<file path="config.mk">
export PLATFORM = sky130hd
export DESIGN_NAME = pllcfg_bank
export DESIGN_NICKNAME = d
export VERILOG_FILES = /design/src/rtl/pllcfg_pkg.sv /design/src/rtl/pllcfg_settings.sv /design/src/rtl/pllcfg_lock_mon.sv /design/src/rtl/pllcfg_irq_flag.sv /design/src/rtl/pllcfg_bank.sv
export SDC_FILE = /design/constraint.sdc
export NUM_CORES = 1
export LEC_CHECK = 0
export BUFFER_PORTS_ARGS = -buffer_cell sky130_fd_sc_hd__buf_2
export CAP_MARGIN = 20
export CORE_MARGIN = 5
export CORE_UTILIZATION = 45
export CTS_CLUSTER_SIZE = 28
export DETAILED_ROUTE_END_ITERATION = 10
export HOLD_SLACK_MARGIN = 0.02
export PLACE_DENSITY = 0.74
export SYNTH_ARGS = -nofsm -noshare
export SYNTH_HDL_FRONTEND = slang
export SYNTH_HIERARCHICAL = 1
export SYNTH_SLANG_ARGS = --single-unit
</file>
<file path="constraint.sdc">
create_clock -name clk -period 1.15 [get_ports clk]
set_clock_uncertainty 0.1 [all_clocks]
set_input_delay 0.23 -clock clk [delete_from_list [all_inputs] [get_ports clk]]
set_output_delay 0.23 -clock clk [all_outputs]
set_load 0.05 [all_outputs]
</file>
<file path="src/rtl/pllcfg_pkg.sv">
package pllcfg_pkg;

    localparam int REG_W       = 8;
    localparam int DIV_W       = 4;
    localparam int ADDR_W      = 2;
    localparam int SYNC_STAGES = 2;

    localparam logic [REG_W-1:0] MULT_RST = 8'h40;
    localparam logic [DIV_W-1:0] DIV_RST  = 4'd1;

    // control register bit positions
    localparam int CB_FLAG = 7;
    localparam int CB_IE   = 6;
    localparam int CB_ON   = 5;
    localparam int CB_SEL  = 4;
    // mode register bit positions
    localparam int MB_AUTO = 0;
    localparam int MB_LOCK = 1;

    typedef enum logic [ADDR_W-1:0] {
        RA_CTRL = 2'd0,
        RA_MODE = 2'd1,
        RA_MULT = 2'd2,
        RA_RDIV = 2'd3
    } reg_addr_e;

    typedef struct packed {
        logic on;
        logic sel;
        logic ie;
        logic autom;
    } pll_ctl_t;

    function automatic logic [DIV_W-1:0] eff_div(input logic [DIV_W-1:0] r);
        return (r == '0) ? DIV_W'(1) : r;
    endfunction

    function automatic logic [REG_W-1:0] pack_ctrl(input logic flag, input pll_ctl_t c);
        logic [REG_W-1:0] v;
        v = '0;
        v[CB_FLAG] = flag;
        v[CB_IE]   = c.ie;
        v[CB_ON]   = c.on;
        v[CB_SEL]  = c.sel;
        return v;
    endfunction

    function automatic logic [REG_W-1:0] pack_mode(input logic lock_sts, input pll_ctl_t c);
        logic [REG_W-1:0] v;
        v = '0;
        v[MB_AUTO] = c.autom;
        v[MB_LOCK] = lock_sts;
        return v;
    endfunction

endpackage

</file>
<file path="src/rtl/pllcfg_settings.sv">
module pllcfg_settings
    import pllcfg_pkg::*;
(
    input  logic                 clk,
    input  logic                 rst,
    input  logic                 wr_i,
    input  reg_addr_e            addr_i,
    input  logic [REG_W-1:0]     wdata_i,
    output logic [REG_W-1:0]     mult_o,
    output logic [DIV_W-1:0]     rdiv_o,
    output pll_ctl_t             ctl_o
);

    logic [REG_W-1:0] mult_q;
    logic [DIV_W-1:0] rdiv_q;
    pll_ctl_t         ctl_q;

    always_ff @(posedge clk) begin
        if (rst) begin
            mult_q <= MULT_RST;
            rdiv_q <= DIV_RST;
            ctl_q  <= '0;
        end else if (wr_i) begin
            case (addr_i)
                RA_CTRL: begin
                    ctl_q.on  <= wdata_i[CB_ON];
                    ctl_q.ie  <= wdata_i[CB_IE];
                    ctl_q.sel <= wdata_i[CB_SEL] && (mult_q != '0);
                end
                RA_MODE: ctl_q.autom <= wdata_i[MB_AUTO];
                RA_MULT: begin
                    if (!ctl_q.on) begin
                        mult_q <= wdata_i;
                        if (wdata_i == '0) begin
                            ctl_q.on  <= 1'b0;
                            ctl_q.sel <= 1'b0;
                        end
                    end
                end
                RA_RDIV: begin
                    if (!ctl_q.on) rdiv_q <= wdata_i[DIV_W-1:0];
                end
                default: ;
            endcase
        end
    end

    assign mult_o = mult_q;
    assign rdiv_o = rdiv_q;
    assign ctl_o  = ctl_q;

    assert_mult_locked_R2: assert property (@(posedge clk) disable iff (rst)
        (wr_i && addr_i == RA_MULT && ctl_q.on) |=> $stable(mult_q));

    assert_zero_mult_off_R3: assert property (@(posedge clk) disable iff (rst)
        (wr_i && addr_i == RA_MULT && wdata_i == '0 && !ctl_q.on) |=> (!ctl_q.sel && !ctl_q.on));

    assert_no_vco_sel_R4: assert property (@(posedge clk) disable iff (rst)
        (mult_q == '0) |-> !ctl_q.sel);

    assert_rdiv_locked_R5: assert property (@(posedge clk) disable iff (rst)
        (wr_i && addr_i == RA_RDIV && ctl_q.on) |=> $stable(rdiv_q));

endmodule

</file>
<file path="src/rtl/pllcfg_lock_mon.sv">
module pllcfg_lock_mon #(
    parameter int STAGES = 2
) (
    input  logic clk,
    input  logic rst,
    input  logic lock_i,
    output logic lock_sts_o,
    output logic lock_chg_o
);

    logic [STAGES-1:0] sync_q;
    logic              prev_q;

    always_ff @(posedge clk) begin
        if (rst) sync_q[0] <= 1'b0;
        else     sync_q[0] <= lock_i;
    end

    for (genvar g = 1; g < STAGES; g++) begin : g_sync
        always_ff @(posedge clk) begin
            if (rst) sync_q[g] <= 1'b0;
            else     sync_q[g] <= sync_q[g-1];
        end
    end

    always_ff @(posedge clk) begin
        if (rst) prev_q <= 1'b0;
        else     prev_q <= sync_q[STAGES-1];
    end

    assign lock_sts_o = sync_q[STAGES-1];
    assign lock_chg_o = sync_q[STAGES-1] ^ prev_q;

    // a reported change is followed by a settled status for one cycle at least
    assert_chg_settles_R7: assert property (@(posedge clk) disable iff (rst)
        lock_chg_o |=> (prev_q == $past(lock_sts_o)));

endmodule

</file>
<file path="src/rtl/pllcfg_irq_flag.sv">
module pllcfg_irq_flag (
    input  logic clk,
    input  logic rst,
    input  logic auto_i,
    input  logic chg_i,
    input  logic clr_i,
    output logic flag_o
);

    logic flag_q;
    logic set_w;

    assign set_w = auto_i && chg_i;

    always_ff @(posedge clk) begin
        if (rst)        flag_q <= 1'b0;
        else if (set_w) flag_q <= 1'b1;
        else if (clr_i) flag_q <= 1'b0;
    end

    assign flag_o = flag_q;

    assert_set_on_change_R7: assert property (@(posedge clk) disable iff (rst)
        (auto_i && chg_i) |=> flag_q);

    assert_clear_on_read_R9: assert property (@(posedge clk) disable iff (rst)
        (clr_i && !(auto_i && chg_i)) |=> !flag_q);

    assert_no_set_manual_R10: assert property (@(posedge clk) disable iff (rst)
        $rose(flag_q) |-> $past(auto_i));

endmodule

</file>
<file path="src/rtl/pllcfg_bank.sv">
module pllcfg_bank
    import pllcfg_pkg::*;
(
    input  logic              clk,
    input  logic              rst,
    input  logic [ADDR_W-1:0] addr_i,
    input  logic              wr_i,
    input  logic              rd_i,
    input  logic [REG_W-1:0]  wdata_i,
    output logic [REG_W-1:0]  rdata_o,
    input  logic              lock_i,
    output logic [REG_W-1:0]  mult_o,
    output logic [DIV_W-1:0]  div_o,
    output logic              pll_on_o,
    output logic              clk_sel_o,
    output logic              irq_o
);

    reg_addr_e         addr_w;
    logic [REG_W-1:0]  mult_w;
    logic [DIV_W-1:0]  rdiv_w;
    pll_ctl_t          ctl_w;
    logic              lock_sts_w;
    logic              lock_chg_w;
    logic              flag_w;
    logic              clr_w;
    logic [REG_W-1:0]  rd_mux_w;
    logic [REG_W-1:0]  rdata_q;

    assign addr_w = reg_addr_e'(addr_i);

    pllcfg_settings u_settings (
        .clk     (clk),
        .rst     (rst),
        .wr_i    (wr_i),
        .addr_i  (addr_w),
        .wdata_i (wdata_i),
        .mult_o  (mult_w),
        .rdiv_o  (rdiv_w),
        .ctl_o   (ctl_w)
    );

    pllcfg_lock_mon #(.STAGES(SYNC_STAGES)) u_lock (
        .clk        (clk),
        .rst        (rst),
        .lock_i     (lock_i),
        .lock_sts_o (lock_sts_w),
        .lock_chg_o (lock_chg_w)
    );

    assign clr_w = rd_i && (addr_w == RA_CTRL) && flag_w;

    pllcfg_irq_flag u_flag (
        .clk    (clk),
        .rst    (rst),
        .auto_i (ctl_w.autom),
        .chg_i  (lock_chg_w),
        .clr_i  (clr_w),
        .flag_o (flag_w)
    );

    always_comb begin
        case (addr_w)
            RA_CTRL: rd_mux_w = pack_ctrl(flag_w, ctl_w);
            RA_MODE: rd_mux_w = pack_mode(lock_sts_w, ctl_w);
            RA_MULT: rd_mux_w = mult_w;
            RA_RDIV: rd_mux_w = {{(REG_W-DIV_W){1'b0}}, rdiv_w};
            default: rd_mux_w = '0;
        endcase
    end

    always_ff @(posedge clk) begin
        if (rst)       rdata_q <= '0;
        else if (rd_i) rdata_q <= rd_mux_w;
    end

    assign rdata_o   = rdata_q;
    assign mult_o    = mult_w;
    assign div_o     = eff_div(rdiv_w);
    assign pll_on_o  = ctl_w.on;
    assign clk_sel_o = ctl_w.sel;
    assign irq_o     = flag_w && ctl_w.ie;

    assert_rdiv_upper_zero_R5: assert property (@(posedge clk) disable iff (rst)
        (rd_i && addr_w == RA_RDIV) |=> (rdata_q[REG_W-1:DIV_W] == '0));

endmodule

</file>
; After elaboration in Yosys (flattened, before gate mapping)
; Cells that the tools add are included.
[totals]
out_inout_bits = 23
word_cells = 42
input_bits = 15
regBits = 28
[op_classes]
bitwise = 2
n_reduce_logical = 17
mux = 7
eq_ne = 5
[ops]
columns = operator, count
row1 = one-hot mux 8 bit (4 select lines), 1
row2 = logical NOT 8 bit, 1
row3 = nonzero test 8 bit, 1
row4 = AND reduction 2 bit, 3
row5 = AND reduction 3 bit, 2
row6 = logical AND 1 bit, 5
row7 = == test 2 bit (second input constant), 2
row8 = logical NOT 4 bit, 1
row9 = two-way mux 4 bit, 1
row10 = one-hot mux 2 bit (2 select lines), 1
row11 = AND reduction 4 bit, 1
row12 = nonzero test 2 bit, 2
row13 = two-way mux 1 bit, 3
row14 = == test 2 x 1 -> 1 bit (second input constant), 1
row15 = logical NOT 2 bit, 1
row16 = two-way mux 2 bit, 1
row17 = != test 2 x 1 -> 1 bit (second input constant), 1
row18 = != test 2 bit (second input constant), 1
row19 = inverter 1 bit, 1
row20 = XOR 1 bit, 1

; Longest topological paths before layout
[depth]
depth_word = 5
depth_mapped = 4
ltp_nobuf = 3

; By module
; The synthesis kept the hierarchy.
[by_module_without_submodules]
columns = mod, instances, area_per_inst_um2, seq_area_each_um2, cells_each
row1 = pllcfg_settings, 1, 665.6, 320.3, 65
row2 = pllcfg_bank, 1, 486.7, 160.2, 54
row3 = pllcfg_lock_mon, 1, 87.6, 60.1, 7
row4 = pllcfg_irq_flag, 1, 38.8, 20.0, 4

; Worst setup path after synthesis
; OpenSTA, ideal clock, no wires.
[synth_path]
path_kind = reg2reg
startpoint = register u_settings.ctl_q (netlist bit u_settings/ctl_o[3])
endpoint = register u_settings.mult_q[6] (netlist: u_settings/mult_o[6])
arrival_ps = 1317
t_required_ps = 930
n_path_buf = 1
setup_ps = 120
path_stages_with_launch = 4
synth_period_minus_slack_ps = 1536
path_slack_ps = -386
cell_sequence = dfxtp_1 and4bb_1 buf_6 a211o_1
[synth_via]
elab_chain_cells = 2
[synth_lines]
columns = item, line_no
row1 = from (decl), pllcfg_settings.sv:16  ; pll_ctl_t ctl_q;
row2 = inverter 1 bit (no source line), n/a
row3 = AND reduction 3 bit (no source line), n/a
row4 = to (signal assigned), pllcfg_settings.sv:33  ; mult_q <= wdata_i;
row5 = to (decl), pllcfg_settings.sv:14  ; logic [REG_W-1:0] mult_q;
; No other way between the ends.
; A chain may end at the register's enable or synchronous reset.

; Worst setup path in the final report
[layout_path]
startpoint = register u_settings.rdiv_q[1] (netlist: u_settings/rdiv_o[1])
endpoint = output div_o[0]
[layout_via]
elab_chain_cells = 2
[layout_lines]
columns = item, line_no
row1 = from (decl), pllcfg_settings.sv:15  ; logic [DIV_W-1:0] rdiv_q;
row2 = from (signal assigned), pllcfg_settings.sv:41  ; if (!ctl_q.on) rdiv_q <= wdata_i[DIV_W-1:0];
row3 = logical NOT 4 bit, pllcfg_pkg.sv:35  ; return (r == '0) ? DIV_W'(1) : r;
row4 = two-way mux 4 bit, pllcfg_pkg.sv:35
row5 = to (decl), pllcfg_bank.sv:13  ; output logic [DIV_W-1:0] div_o,
; No other way between the ends.

==> results.md <==
- Status: finished with violations
- Failing checks: negative setup slack
- Max Fclk: 678.9 MHz
- Leading area contributor after synthesis: dfxtp_1
- Cell Rows: 19
- Crit start category: register
- CP Capture Type: output port
- Multiplexer share of the synthesized area: 18.69%
- Synthesized instance count: 130
- Core Box Area: 2734 um2
- CTS clk-pin slew, worst paths: 0.16 ns
- Yosys top cell area share: 43.84%
- Largest family of logic cells by synthesized area: simple AND/OR/NAND/NOR gates
- # diodes: 0
- CP required: 0.82 ns
- Relative slew slack: 72.91%
- GP Congestion: 0.7438
- Async SR Flop Fraction: 0%
- Clock network fraction of design power: 24.4%
- Placed Cells: 220
- PortBufs: 37
- Actual slew at the worst max-slew pin: 0.3961 ns
- Internal power: 1456 uW
- Area grow syn2layout: 83.17%
- TritonCTS clock tree: yes
- Antenna violations before repair: 0
- Syn nets: 145
- Power Dens Cells: 886.8 nW/um2
- Met2 routed WL: 2.630 mm
- NumNets Final: 230
- Switching share of total power: 29.88%
- GRT Overall Usage: 21.00%
- Library cells used by synthesis: 35
- DRC: 0
- Clock tree buffer depth: 2
- Die height: 63.31 um
- Share of layout cells above drive strength 1: 69.16%
- Die area: 4008 um2
- P_leak: 0.001037 uW
- Most frequent cells in the layout: 33 x buf_4, 21 x buf_8, 19 x nor2_1, 19 x buf_6, 16 x dfxtp_2
- HPWL Detailed: 2.525 mm
- Tot Pwr: 2077 uW
- Max-cap violations: 0
- Post-Route WL: 5.109 mm
- DR WL met3: 362 um
- Setup_tns: -5.877 ns
- Number of synthesized flops with an enable pin: 0
- Root Buffer: clkbuf_4
- Main synth FF type: dfxtp_1
- Worst EP arrival: 1.14 ns
- Vias: 1,398
- Commonest non-fill, non-tap cell in the layout: buf_4
- Die span in x: 63.31 um
- Min-Delay Path Class: in2reg
- Num CTS Buffers: 3
- DR vias/cell: 5.706
- Flop pwr share: 49.5%
- Register area: 606.8 um2
- Non-filler cells, final: 245
- Worst setup margin: -0.3229 ns
- Count of state elements after synthesis: 28
- Synth Cell Area: 1279 um2
- CP Class: reg2out
- RSZ-0062 raised after global routing: true
- Routed met1 length: 1.923 mm
- YS warnings: 6
- Mean post-synth cell area: 9.836 um2
- Worst-Skew Late Latency: 0.34 ns
- WL/cell: 20.85 um
- Detailed Route Iter0 Violations: 97
- Largest net degree at the start of global routing: 16
- Vias in the first global route: 1,392
- IR drop worst, VDD: 0.0009168 V
- Final hold vios: 0
- Final slew viol count: 0
- Critical path fanouts, max: 2
- Final setup fails: 43
- Combinational share of power: 26.1%
- Overflow after GRT: 0
- Boundary Pins: 38
- Htree depth: 1
- Final worst path period need: 1.473 ns
- Area of the multi-input gates: 795.8 um2
- Synthesized-area fraction occupied by adder cells: 0%
- Clock sink count: 28
- Simple-Gate Fraction of Synth Area: 24.07%
- Post-DRT Antenna Nets: 0
- Final period util: 128.1%
- Max layer used: met4
- XOR/XNOR share of the synthesized area: 0.6849%
- Post-synthesis sequential area ratio: 43.84%
- Fillers: 128
- Sw Pwr: 620.7 uW
- Compound-Gate Fraction of Synth Area: 7.926%
- First-pass GRT wire length: 6.727 mm
- Drt pass-1 iters: 5
- Largest cells by area after synthesis: dfxtp_1 44%, mux2i_1 10%, nor2_1 5.9%
- Starting Density: 46.77%
worst max-delay path: stages, from the launching register on:
cell and delay (ns):
dfxtp_2 0.39, nor3_2 0.04, or2_4 0.23, buf_8 0.15
registers in the layout, indices dropped and copies added (netlist names):
register and cells:
rdata_o 8, u_lock/lock_sts_o 1, u_lock/sync_q 1, u_lock/prev_q 1, u_settings/mult_o 8, u_settings/ctl_o 4
u_settings/rdiv_o 4, u_flag/flag_o 1
path summary, 6_finish.rpt:
| kind | slack (ns) | from | end | cells past startpoint |
|---|---|---|---|---|
| worst min register to register | 0.42 | u_lock/lock_sts_o$_SDFF_PP0_ | u_lock/prev_q$_SDFF_PP0_ | 1 |
| worst max register to register | -0.32 | u_settings/ctl_o[3]$_SDFFE_PP0P_ | u_settings/rdiv_o[2]$_SDFFE_PP0P_ | 5 |
| worst max-delay path | -0.32 | u_settings/rdiv_o[1]$_SDFFE_PP0P_ | div_o[0] | 3 |
| worst min-delay path | 0.11 | wdata_i[6] | u_settings/mult_o[6]$_SDFFE_PP1P_ | 3 |
metrics by stage:
step	hold slack [ns]	instance area (um2)	utilization, %	setup WS (ns)
5_1_grt	0.1076	2342	85.68	-0.3613
4_1_cts	0.06283	2153	78.76	-0.3103
6_report	0.1144	2342	85.68	-0.3229
3_5_place_dp	0.3380	1708	62.47	-0.3196
3_3_place_gp	0.3171	1708	62.47	-0.3020
2_1_floorplan	0.1924	1305	-	-0.1595
cells by family after synthesis:
family	after synthesis
flip-flops	28
XOR/XNOR	1
buffers and inverters	11
AO/OA/AOI/OAI	13
AND/OR/NAND/NOR	55
multiplexers	22
power groups by stage:
stage | sequential, uW | combinational, uW | clock, uW
after CTS | 1030 | 471 | 499
after floorplan | 1110 | 147 | 0
after global placement | 1040 | 369 | 0
after detailed placement | 1040 | 376 | 0
final | 1030 | 543 | 506
after global routing | 1030 | 563 | 549
metal layers:
metal  global-route usage [%]  vias to the layer above
li1                         -                      622
met1                    23.85                      676
met2                    37.56                       82
met3                    4.440                       18
met4                    8.831                        0
met5                        0                        -
cell type report:
cell class                      instances  share of cell area (%)
Inverter                                2                  0.3205
Tap cell                               31                   1.656
Sequential cell                        28                   25.91
Multi-Input combinational cell         92                   33.97
Clock buffer                            4                   1.549
Timing Repair Buffer                   88                   36.59
cells in the mapped netlist, types with 2 or more instances:
cell and number:
dfxtp_1 28, nor2_1 20, mux2i_1 13, nor2b_1 11
a21oi_1 6, clkbuf_1 5, mux2_1 4, mux2_2 3
nand2_1 3, nand2b_1 3, nor4_1 3, a211o_1 2
a311oi_2 2, inv_1 2, mux2_4 2, nand2_2 2
nand3_1 2, nor3_1 2
what timing repair did:
item | 4_1_cts | 5_1_grt
endpoints found under the setup margin | 38 | 44
pin swaps | 13 | 11
endpoints found under the hold margin | 1 | 0
hold buffers | 1 | 0
cloned | 1 | 0
gates resized for setup | 99 | 30
setup buffers | 10 | 9
Note: power is estimated with default switching activity, not from simulation.
